<file path="config.mk">
export PLATFORM = sky130hd
export DESIGN_NAME = fp_round_unit
export DESIGN_NICKNAME = d
export VERILOG_FILES = /design/src/rtl/fp_round_unit.sv
export SDC_FILE = /design/constraint.sdc
export NUM_CORES = 1
export LEC_CHECK = 0
export BUFFER_PORTS_ARGS = -buffer_cell sky130_fd_sc_hd__buf_2
export CELL_PAD_IN_SITES_DETAIL_PLACEMENT = 1
export CELL_PAD_IN_SITES_GLOBAL_PLACEMENT = 2
export CORE_UTILIZATION = 27
export CTS_BUF_LIST = sky130_fd_sc_hd__clkbuf_16
export DETAILED_ROUTE_END_ITERATION = 8
export GPL_TIMING_DRIVEN = 0
export HOLD_SLACK_MARGIN = 0.06
export PLACE_DENSITY = 0.76
export SLEW_MARGIN = 20
export SYNTH_ARGS = -nofsm -noshare
export SYNTH_HDL_FRONTEND = slang
export SYNTH_SLANG_ARGS = --single-unit
</file>
<file path="constraint.sdc">
create_clock -name clk -period 7.86 [get_ports clk]
set_input_delay 2.358 -clock clk [delete_from_list [all_inputs] [get_ports clk]]
set_output_delay 2.358 -clock clk [all_outputs]
set_load 0.05 [all_outputs]
</file>
<file path="src/rtl/fp_round_unit.sv">
module fp_round_unit #(
  parameter int SIG_W    = 64,
  parameter int EXP_W    = 15,
  parameter int SGL_KEEP = 24,
  parameter int DBL_KEEP = 53
) (
  input  logic               clk,
  input  logic               rst_n,
  input  logic               in_valid,
  input  logic               in_sign,
  input  logic [EXP_W-1:0]   in_exp,
  input  logic [SIG_W-1:0]   in_sig,
  input  logic               in_guard,
  input  logic               in_sticky,
  input  logic [1:0]         rnd_mode,
  input  logic [1:0]         prec_sel,
  input  logic               ovf_mask,
  output logic               out_valid,
  output logic [EXP_W:0]     out_se,
  output logic [SIG_W-1:0]   out_sig,
  output logic               out_inexact,
  output logic               out_overflow
);
  localparam int SGL_DROP = SIG_W - SGL_KEEP;
  localparam int DBL_DROP = SIG_W - DBL_KEEP;
  localparam logic [SIG_W-1:0] ONE     = {{(SIG_W-1){1'b0}}, 1'b1};
  localparam logic [SIG_W-1:0] SGL_LSB = ONE << SGL_DROP;
  localparam logic [SIG_W-1:0] DBL_LSB = ONE << DBL_DROP;
  localparam logic [SIG_W-1:0] TOP_BIT = ONE << (SIG_W - 1);
  localparam logic [EXP_W-1:0] EXP_MAX = {EXP_W{1'b1}};

  logic             ext_prec;
  logic [SIG_W-1:0] lsb_unit, rbit_mask, low_mask, keep_mask;
  logic             round_b, sticky_b, lsb_b, inexact_raw, inc;
  logic [SIG_W:0]   sum;
  logic             carry;
  logic [SIG_W-1:0] sig_r;
  logic [EXP_W:0]   exp_sum;
  logic             ovf, sub_inf;

  assign ext_prec  = prec_sel[0];
  assign lsb_unit  = (prec_sel == 2'b00) ? SGL_LSB :
                     (prec_sel == 2'b10) ? DBL_LSB : ONE;
  assign rbit_mask = lsb_unit >> 1;
  assign low_mask  = rbit_mask - ONE;
  assign keep_mask = ~(lsb_unit - ONE);

  assign round_b   = ext_prec ? in_guard : |(in_sig & rbit_mask);
  assign sticky_b  = ext_prec ? in_sticky
                              : (|(in_sig & low_mask)) | in_guard | in_sticky;
  assign lsb_b     = |(in_sig & lsb_unit);
  assign inexact_raw = round_b | sticky_b;

  always_comb begin
    case (rnd_mode)
      2'b00:   inc = round_b & (sticky_b | lsb_b);
      2'b01:   inc = inexact_raw & in_sign;
      2'b10:   inc = inexact_raw & ~in_sign;
      default: inc = 1'b0;
    endcase
  end

  assign sum     = {1'b0, in_sig & keep_mask} + (inc ? {1'b0, lsb_unit} : '0);
  assign carry   = sum[SIG_W];
  assign sig_r   = carry ? TOP_BIT : sum[SIG_W-1:0];
  assign exp_sum = {1'b0, in_exp} + {{EXP_W{1'b0}}, carry};
  assign ovf     = exp_sum >= {1'b0, EXP_MAX};
  assign sub_inf = ovf & ovf_mask;

  always_ff @(posedge clk) begin
    if (!rst_n) begin
      out_valid    <= 1'b0;
      out_se       <= '0;
      out_sig      <= '0;
      out_inexact  <= 1'b0;
      out_overflow <= 1'b0;
    end else begin
      out_valid <= in_valid;
      if (in_valid) begin
        out_se       <= {in_sign, sub_inf ? EXP_MAX : exp_sum[EXP_W-1:0]};
        out_sig      <= sub_inf ? TOP_BIT : sig_r;
        out_inexact  <= inexact_raw | sub_inf;
        out_overflow <= ovf;
      end
    end
  end
endmodule


</file>
==> qor.csv, run 1 <==
stage,metric,value,unit
finish,"most common cell after layout, fill and taps aside",buf_2,
critical_path,Max Fanout on Critical Path,10,
logic_synthesis,"EDFF count, synth",0,
power,switch share,32.7,%
finish,share of layout cells above drive strength 1,29.8,%
route,DR vias,4890,
critical_path,Crit. End Element,flop,
global_route,GRT overflow,0,
clock_tree,clk_lat worst skew,340,ps
logic_synthesis,register area share after synthesis,36.0,%
critical_path,Reg2Reg Depth,2,
power,Comb pwr share,22.4,%
clock_tree,"Clk pin slew, worst setup/hold paths",60,ps
sta,Final period util,96.4,%
die,die extent in x,133,microns
sta,Fmax,0.132,GHz
placement,placed cells,957,
global_route,vias in the first global route,4869,
job,Max Cap Viol,0,
die,FP Rows,47,
die,DIE AREA,17600,sq um
critical_path,"Data required, critical path",8090,ps
sta,Hold Fails Final Rpt,0,
placement,Setup WS pre-CTS,-1010,ps
critical_path,Critical path buffers and inverters,3,
critical_path,Worst R2R Start,out_se[6],
logic_synthesis,ys flop type,dfxtp_1,
clock_tree,Inserted Clock Buffers,9,
sta,Clock Skews,0,ps
critical_path,Worst Setup SP,in_sig[32],
finish,post-route insts no fill,975,
logic_synthesis,top cell type's share of synthesized area,36.0,%
critical_path,Critical Path End,out_sig[10],
sta,Max Slew Vio Count,0,
finish,fillers,2070,
critical_path,Critical Path Stages,25,
sta,Tightest Pin Transition,657,ps
logic_synthesis,Cells after Synth,566,
logic_synthesis,post-synth cell types,44,
worst_hold_path,Worst Hold Class,reg2reg,
critical_path,"Slowest-stage cell, CP",or4_4,
critical_path,CP Launch Type,input port,
critical_path,kind of cell adding the most delay to the critical path,simple AND/OR/NAND/NOR gates,
power,Clock power frac,37.1,%
route,DR pass1 iterations,5,
power,Pleak,0.00262,uW
logic_synthesis,synthesized cell area,4610,sq um
logic_synthesis,Synth Net Count,665,
power,P_int,761,uW
route,vias per inst,5.02,
finish,Final Cell Area,6190,sq um
route,# DRC,0,
sta,endpoints failing setup,0,
route,Wirelength per Cell,16.5,microns
placement,dpl hpwl,12900,microns
clock_tree,root buffer cell,clkbuf_16,
logic_synthesis,Ys Warns,0,
global_route,pin count of the biggest net entering global routing,14,
logic_synthesis,Synth area leaders,"dfxtp_1 (36%), xnor2_1 (8.4%), nand2_1 (6.3%)",
logic_synthesis,post-synthesis register bit count,83,
clock_tree,CTS sink count,83,
worst_hold_path,hold_sp,out_sig[20],
power,switching power total,370,uW
finish,most frequent cells in the layout,"buf_2 (175), dfxtp_1 (83), nand2_1 (77)",
global_route,first-pass GRT wire length,25100,microns
sta,Hold Slack,442,ps
placement,routability cong.,0.820,
critical_path,critical path arrival,7810,ps
logic_synthesis,fraction of registers with async set or reset after synthesis,0,%
clock_tree,H-tree depth,3,
finish,"Core Util, Final",37.2,%
die,die height,133,microns
die,Starting Density,27.7,%
sta,max_slew headroom,55.8,%
global_route,All-Layer GR Usage,18.1,%
sta,Period minus WS final,7570,ps
sta,setup ws final,287,ps
status,status,completed,
die,CORE AREA,16600,sq um
clock_tree,CTS tree,built,
placement,port bufs,171,
power,worst vdd ir,0.000104,V
route,DRT iter0 DRCs,158,
route,drt total wl,16100,microns
critical_path,critical path class,in2reg,
placement,Area after DPL,5750,sq um
clock_tree,Clock Path Buffers,2,
finish,Final #Nets,849,
critical_path,reg2reg setup slack,7210,ps
logic_synthesis,most area-hungry cell type in the Yosys netlist,dfxtp_1,
power,PD cells,183,nW/um^2
critical_path,Crit path largest cell delay,590,ps
finish,Area growth syn-to-layout,34.1,%
logic_synthesis,Avg Inst Size Synth,8.15,sq um
critical_path,r2r endpoint,out_se[6],
power,Sequential Power Share,40.4,%
clock_tree,hold_buf cts,0,
route,DRT antenna net count,0,
die,# IOs,173,
global_route,initial antenna violation count,1,
critical_path,"Top cell by count, worst path",and3_4,
## state kept, by name, indices dropped and copies added, names as in the netlist
register and count:
out_se 16, out_overflow 1, out_valid 1, out_sig 64, out_inexact 1
## logic make-up after synthesis
family,Yosys count,share of synthesized area (%)
simple gates,236,25.8
compound gates,116,17.0
flops,83,36.0
xor+xnor,76,14.4
buf+inv,43,3.66
fa+ha+maj,9,2.44
mux,3,0.651
## synthesized netlist by cell type (8+ instances only)
library cell  number
nand4_1           18
nand3_1           26
xor2_1            32
xnor2_1           44
nand2_1           77
nor4_1            14
and3_1             8
ha_1               9
inv_1             13
nor3_1            16
clkbuf_1          22
o21ai_0           22
dfxtp_1           83
a21oi_1           18
a32o_1            21
nor2b_1            8
and4_1             8
o21ai_1           30
a22o_1             9
nor2_1            36
## power by group through the flow
stage	Combinational (uW)	Clock, uW	Sequential, uW
4_1_cts	251	432	458
6_report	254	420	458
5_1_grt	272	450	460
3_5_place_dp	249	0	467
2_1_floorplan	72.5	0	551
3_3_place_gp	246	0	466
## worst reg2reg max path, delay by kind of cell, from the launching register on
family	cells	cell delay [ps]
flops	1	320
compound gates	2	210
## worst min path at each step
stage,end,slack (ps),cells past startpoint
floorplan,out_sig[45],660,2
global placement,out_sig[59],440,2
detailed placement,out_sig[32],440,2
CTS,out_sig[32],450,2
global route,out_sig[30],460,2
finish,out_sig[20],440,2
## per-layer routing
| metal | track usage (%) | vias up | routed length, microns |
|---|---|---|---|
| met3 | 3.45 | 19 | 811 |
| met4 | 7.22 | 0 | 312 |
| met2 | 29.1 | 126 | 7430 |
| met5 | 0 | - | 0 |
| met1 | 23.8 | 2343 | 7510 |
| li1 | - | 2402 | - |
## per-stage QoR
step | total power (uW) | TNS (ps)
global route | 1180 | -912
floorplan | 623 | 0
global placement | 712 | -52510
finish | 1130 | 0
CTS | 1140 | 0
detailed placement | 716 | -54540
## what timing repair did
item / CTS / global route
buffers inserted: 1 / 2
endpoints found under the setup margin: 80 / 80
pin swaps: 1 / 6
cloned: 0 / 0
gates resized for setup: 7 / 26
## final cells by class
type / count / area (sq um) / area share (%)
Buffer: 29 / 129 / 2.08
Sequential cell: 83 / 1660 / 26.8
Inverter: 13 / 48.8 / 0.789
Antenna cell: 1 / 2.50 / 0.0404
Clock inverter: 6 / 58.8 / 0.950
Multi-Input combinational cell: 440 / 2910 / 47.0
Timing Repair Buffer: 174 / 878 / 14.2
Tap cell: 220 / 275 / 4.45
Clock buffer: 9 / 225 / 3.64
Note: power is estimated with default switching activity, not from simulation.
==> inputs of run 2 (changes only) <==
--- a/config.mk
+++ b/config.mk
@@ -8,12 +8,12 @@
 export BUFFER_PORTS_ARGS = -buffer_cell sky130_fd_sc_hd__buf_2
 export CELL_PAD_IN_SITES_DETAIL_PLACEMENT = 1
 export CELL_PAD_IN_SITES_GLOBAL_PLACEMENT = 2
-export CORE_UTILIZATION = 27
+export CORE_UTILIZATION = 30
 export CTS_BUF_LIST = sky130_fd_sc_hd__clkbuf_16
 export DETAILED_ROUTE_END_ITERATION = 8
 export GPL_TIMING_DRIVEN = 0
 export HOLD_SLACK_MARGIN = 0.06
-export PLACE_DENSITY = 0.76
+export PLACE_DENSITY = 0.84
 export SLEW_MARGIN = 20
 export SYNTH_ARGS = -nofsm -noshare
 export SYNTH_HDL_FRONTEND = slang
==> constraint.sdc (replaced) <==
create_clock -name clk -period 9.5 [get_ports clk]
set_input_delay 2.85 -clock clk [delete_from_list [all_inputs] [get_ports clk]]
set_output_delay 2.85 -clock clk [all_outputs]
set_load 0.05 [all_outputs]
==> qor.csv, run 2 (synthesis results as in run 1) <==
stage,metric,value,unit,change
status,status,completed,,
critical_path,Reg2Reg Depth,2,,unchanged
power,Comb pwr share,22.3,%,about the same
sta,max_slew headroom,32.6,%,-23 points
die,# IOs,173,,unchanged
placement,port bufs,171,,unchanged
global_route,GRT overflow,0,,unchanged
critical_path,Worst R2R Start,out_se[0],,
clock_tree,H-tree depth,3,,unchanged
sta,Clock Skews,0,ps,unchanged
sta,Max Slew Vio Count,0,,unchanged
critical_path,Crit. End Element,flop,,
clock_tree,"Clk pin slew, worst setup/hold paths",60,ps,about the same
critical_path,"Slowest-stage cell, CP",or4_4,,
finish,"Most flops, register",out_sig,,
finish,Final #Nets,847,,-0.24%
sta,Period minus WS final,8860,ps,
route,# DRC,0,,unchanged
worst_hold_path,Worst Hold Class,reg2reg,,
finish,most frequent cells in the layout,"buf_2 (177), dfxtp_1 (83), nand2_1 (77)",,
die,die extent in x,126,microns,-5.1%
worst_hold_path,hold_sp,out_sig[47],,
clock_tree,clk_lat worst skew,330,ps,about the same
clock_tree,Inserted Clock Buffers,9,,unchanged
critical_path,Max Fanout on Critical Path,10,,unchanged
sta,Fmax,0.113,GHz,
clock_tree,CTS tree,built,,
route,Wirelength per Cell,16.5,microns,+0.34%
clock_tree,root buffer cell,clkbuf_16,,
critical_path,critical path class,in2reg,,
route,DRT antenna net count,0,,unchanged
placement,routability cong.,0.879,,+7.2%
route,vias per inst,5.16,,+2.9%
power,Pleak,0.00259,uW,-1.3%
worst_hold_path,hold path endpoint,out_sig[47],,
sta,endpoints failing setup,0,,unchanged
finish,n_diodes,0,,-1
critical_path,Crit path largest cell delay,580,ps,about the same
clock_tree,setup bufs post-CTS,0,,-1
power,switching power total,294,uW,-21%
critical_path,r2r endpoint,out_se[0],,
finish,"most common cell after layout, fill and taps aside",buf_2,,
finish,Area growth syn-to-layout,29.4,%,
die,DIE AREA,15900,sq um,-9.9%
finish,Largest register FFs,64,,unchanged
finish,share of layout cells above drive strength 1,26.1,%,-3.7 points
critical_path,CP Launch Type,input port,,
global_route,first-pass GRT wire length,24600,microns,-2.1%
die,die height,126,microns,-5.1%
clock_tree,Clock Path Buffers,2,,unchanged
route,DR pass1 iterations,4,,-1
power,P_int,625,uW,-18%
power,Clock power frac,36.4,%,-0.7 points
route,drt total wl,15500,microns,-3.8%
power,switch share,32.0,%,-0.73 points
placement,dpl hpwl,12500,microns,-3.1%
sta,Final period util,93.3,%,
sta,RSZ-0062 raised after global routing,false,,
finish,Register Area,1660,sq um,unchanged
route,DRT iter0 DRCs,232,,+47%
power,Sequential Power Share,41.2,%,+0.8 points
sta,Hold Fails Final Rpt,0,,unchanged
sta,Hold Slack,442,ps,+0.968 ps
die,Starting Density,31.3,%,+3.5 points
sta,Tightest Pin Transition,1010,ps,+353 ps
critical_path,"Data required, critical path",9720,ps,+1630 ps
finish,Final Cell Area,5970,sq um,-3.5%
power,worst vdd ir,0.0000836,V,-20%
clock_tree,post-cts resize count,0,,-7
worst_hold_path,hold depth,2,,unchanged
critical_path,reg2reg setup slack,8820,ps,+1610 ps
finish,area of the multi-input gates,2780,sq um,-4.3%
die,CORE AREA,14800,sq um,-11%
finish,top flop regs,"out_sig: 64 flops, out_se: 16 flops",,
global_route,All-Layer GR Usage,19.6,%,+1.5 points
power,PD cells,154,nW/um^2,-16%
placement,Area after DPL,5700,sq um,-0.78%
global_route,pin count of the biggest net entering global routing,13,,-1
die,FP Rows,44,,-6.4%
sta,Fin Setup TNS,0,ps,unchanged
job,Max Cap Viol,0,,unchanged
clock_tree,hold_buf cts,0,,unchanged
critical_path,"Top cell by count, worst path",ha_1,,
route,DR vias,4827,,-1.3%
clock_tree,CTS sink count,83,,unchanged
global_route,vias in the first global route,4879,,+0.21%
global_route,initial antenna violation count,0,,-1
finish,fillers,1850,,-11%
critical_path,critical path arrival,9080,ps,+1270 ps
==> run 2: worst max path at each step <==
stage                 from         end  slack (ps)  cells after the start
2_1_floorplan  rnd_mode[0]  out_se[10]        1660                     27
3_3_place_gp    in_sig[16]   out_se[5]         250                     26
3_5_place_dp    in_sig[16]  out_se[13]         160                     26
4_1_cts         in_sig[16]   out_se[6]         470                     26
5_1_grt         in_sig[16]  out_se[13]          90                     26
6_report        in_sig[18]  out_se[13]         640                     26
==> run 2: critical path, delay by kind of cell <==
kind,cells,cell delay (ps)
AOI/OAI and AO/OA,8,1860
adders and majority gates,3,810
buffers and inverters,4,870
and+or+nand+nor,11,2680
==> run 2: through the flow <==
stage	utilization [%]	std cells	total power, uW	setup WS [ps]
after global placement	38.6	921	588	254
after detailed placement	38.6	921	592	163
after global routing	40.5	935	961	89.9
after CTS	40.5	935	929	468
after floorplan	-	566	516	1660
final	40.5	935	919	637
==> run 2: metal layers <==
| layer | vias to the layer above | track usage (%) | part of all wire (%) |
|---|---|---|---|
| li1 | 2390 | - | - |
| met1 | 2316 | 25.8 | 48 |
| met2 | 110 | 32.7 | 47 |
| met3 | 11 | 3.40 | 4.0 |
| met4 | 0 | 6.17 | 1.2 |
| met5 | - | 0 | 0 |
==> run 2: final cells by class <==
| cell class | count | share of cell area, % |
|---|---|---|
| plain buffers | 30 | 2.03 |
| flip-flops and latches | 83 | 27.8 |
| clock buffers | 9 | 3.77 |
| well taps | 184 | 3.85 |
| multi-input cells | 440 | 46.6 |
| repair buffers | 171 | 14.3 |
| inverters | 13 | 0.817 |
| clock inverters | 5 | 0.775 |
==> run 2: power groups by stage <==
stage          logic, uW  clock network (uW)  registers, uW
2_1_floorplan       60.0                   0            456
3_3_place_gp         202                   0            386
3_5_place_dp         205                   0            386
4_1_cts              206                 344            379
5_1_grt              219                 360            381
6_report             205                 335            379
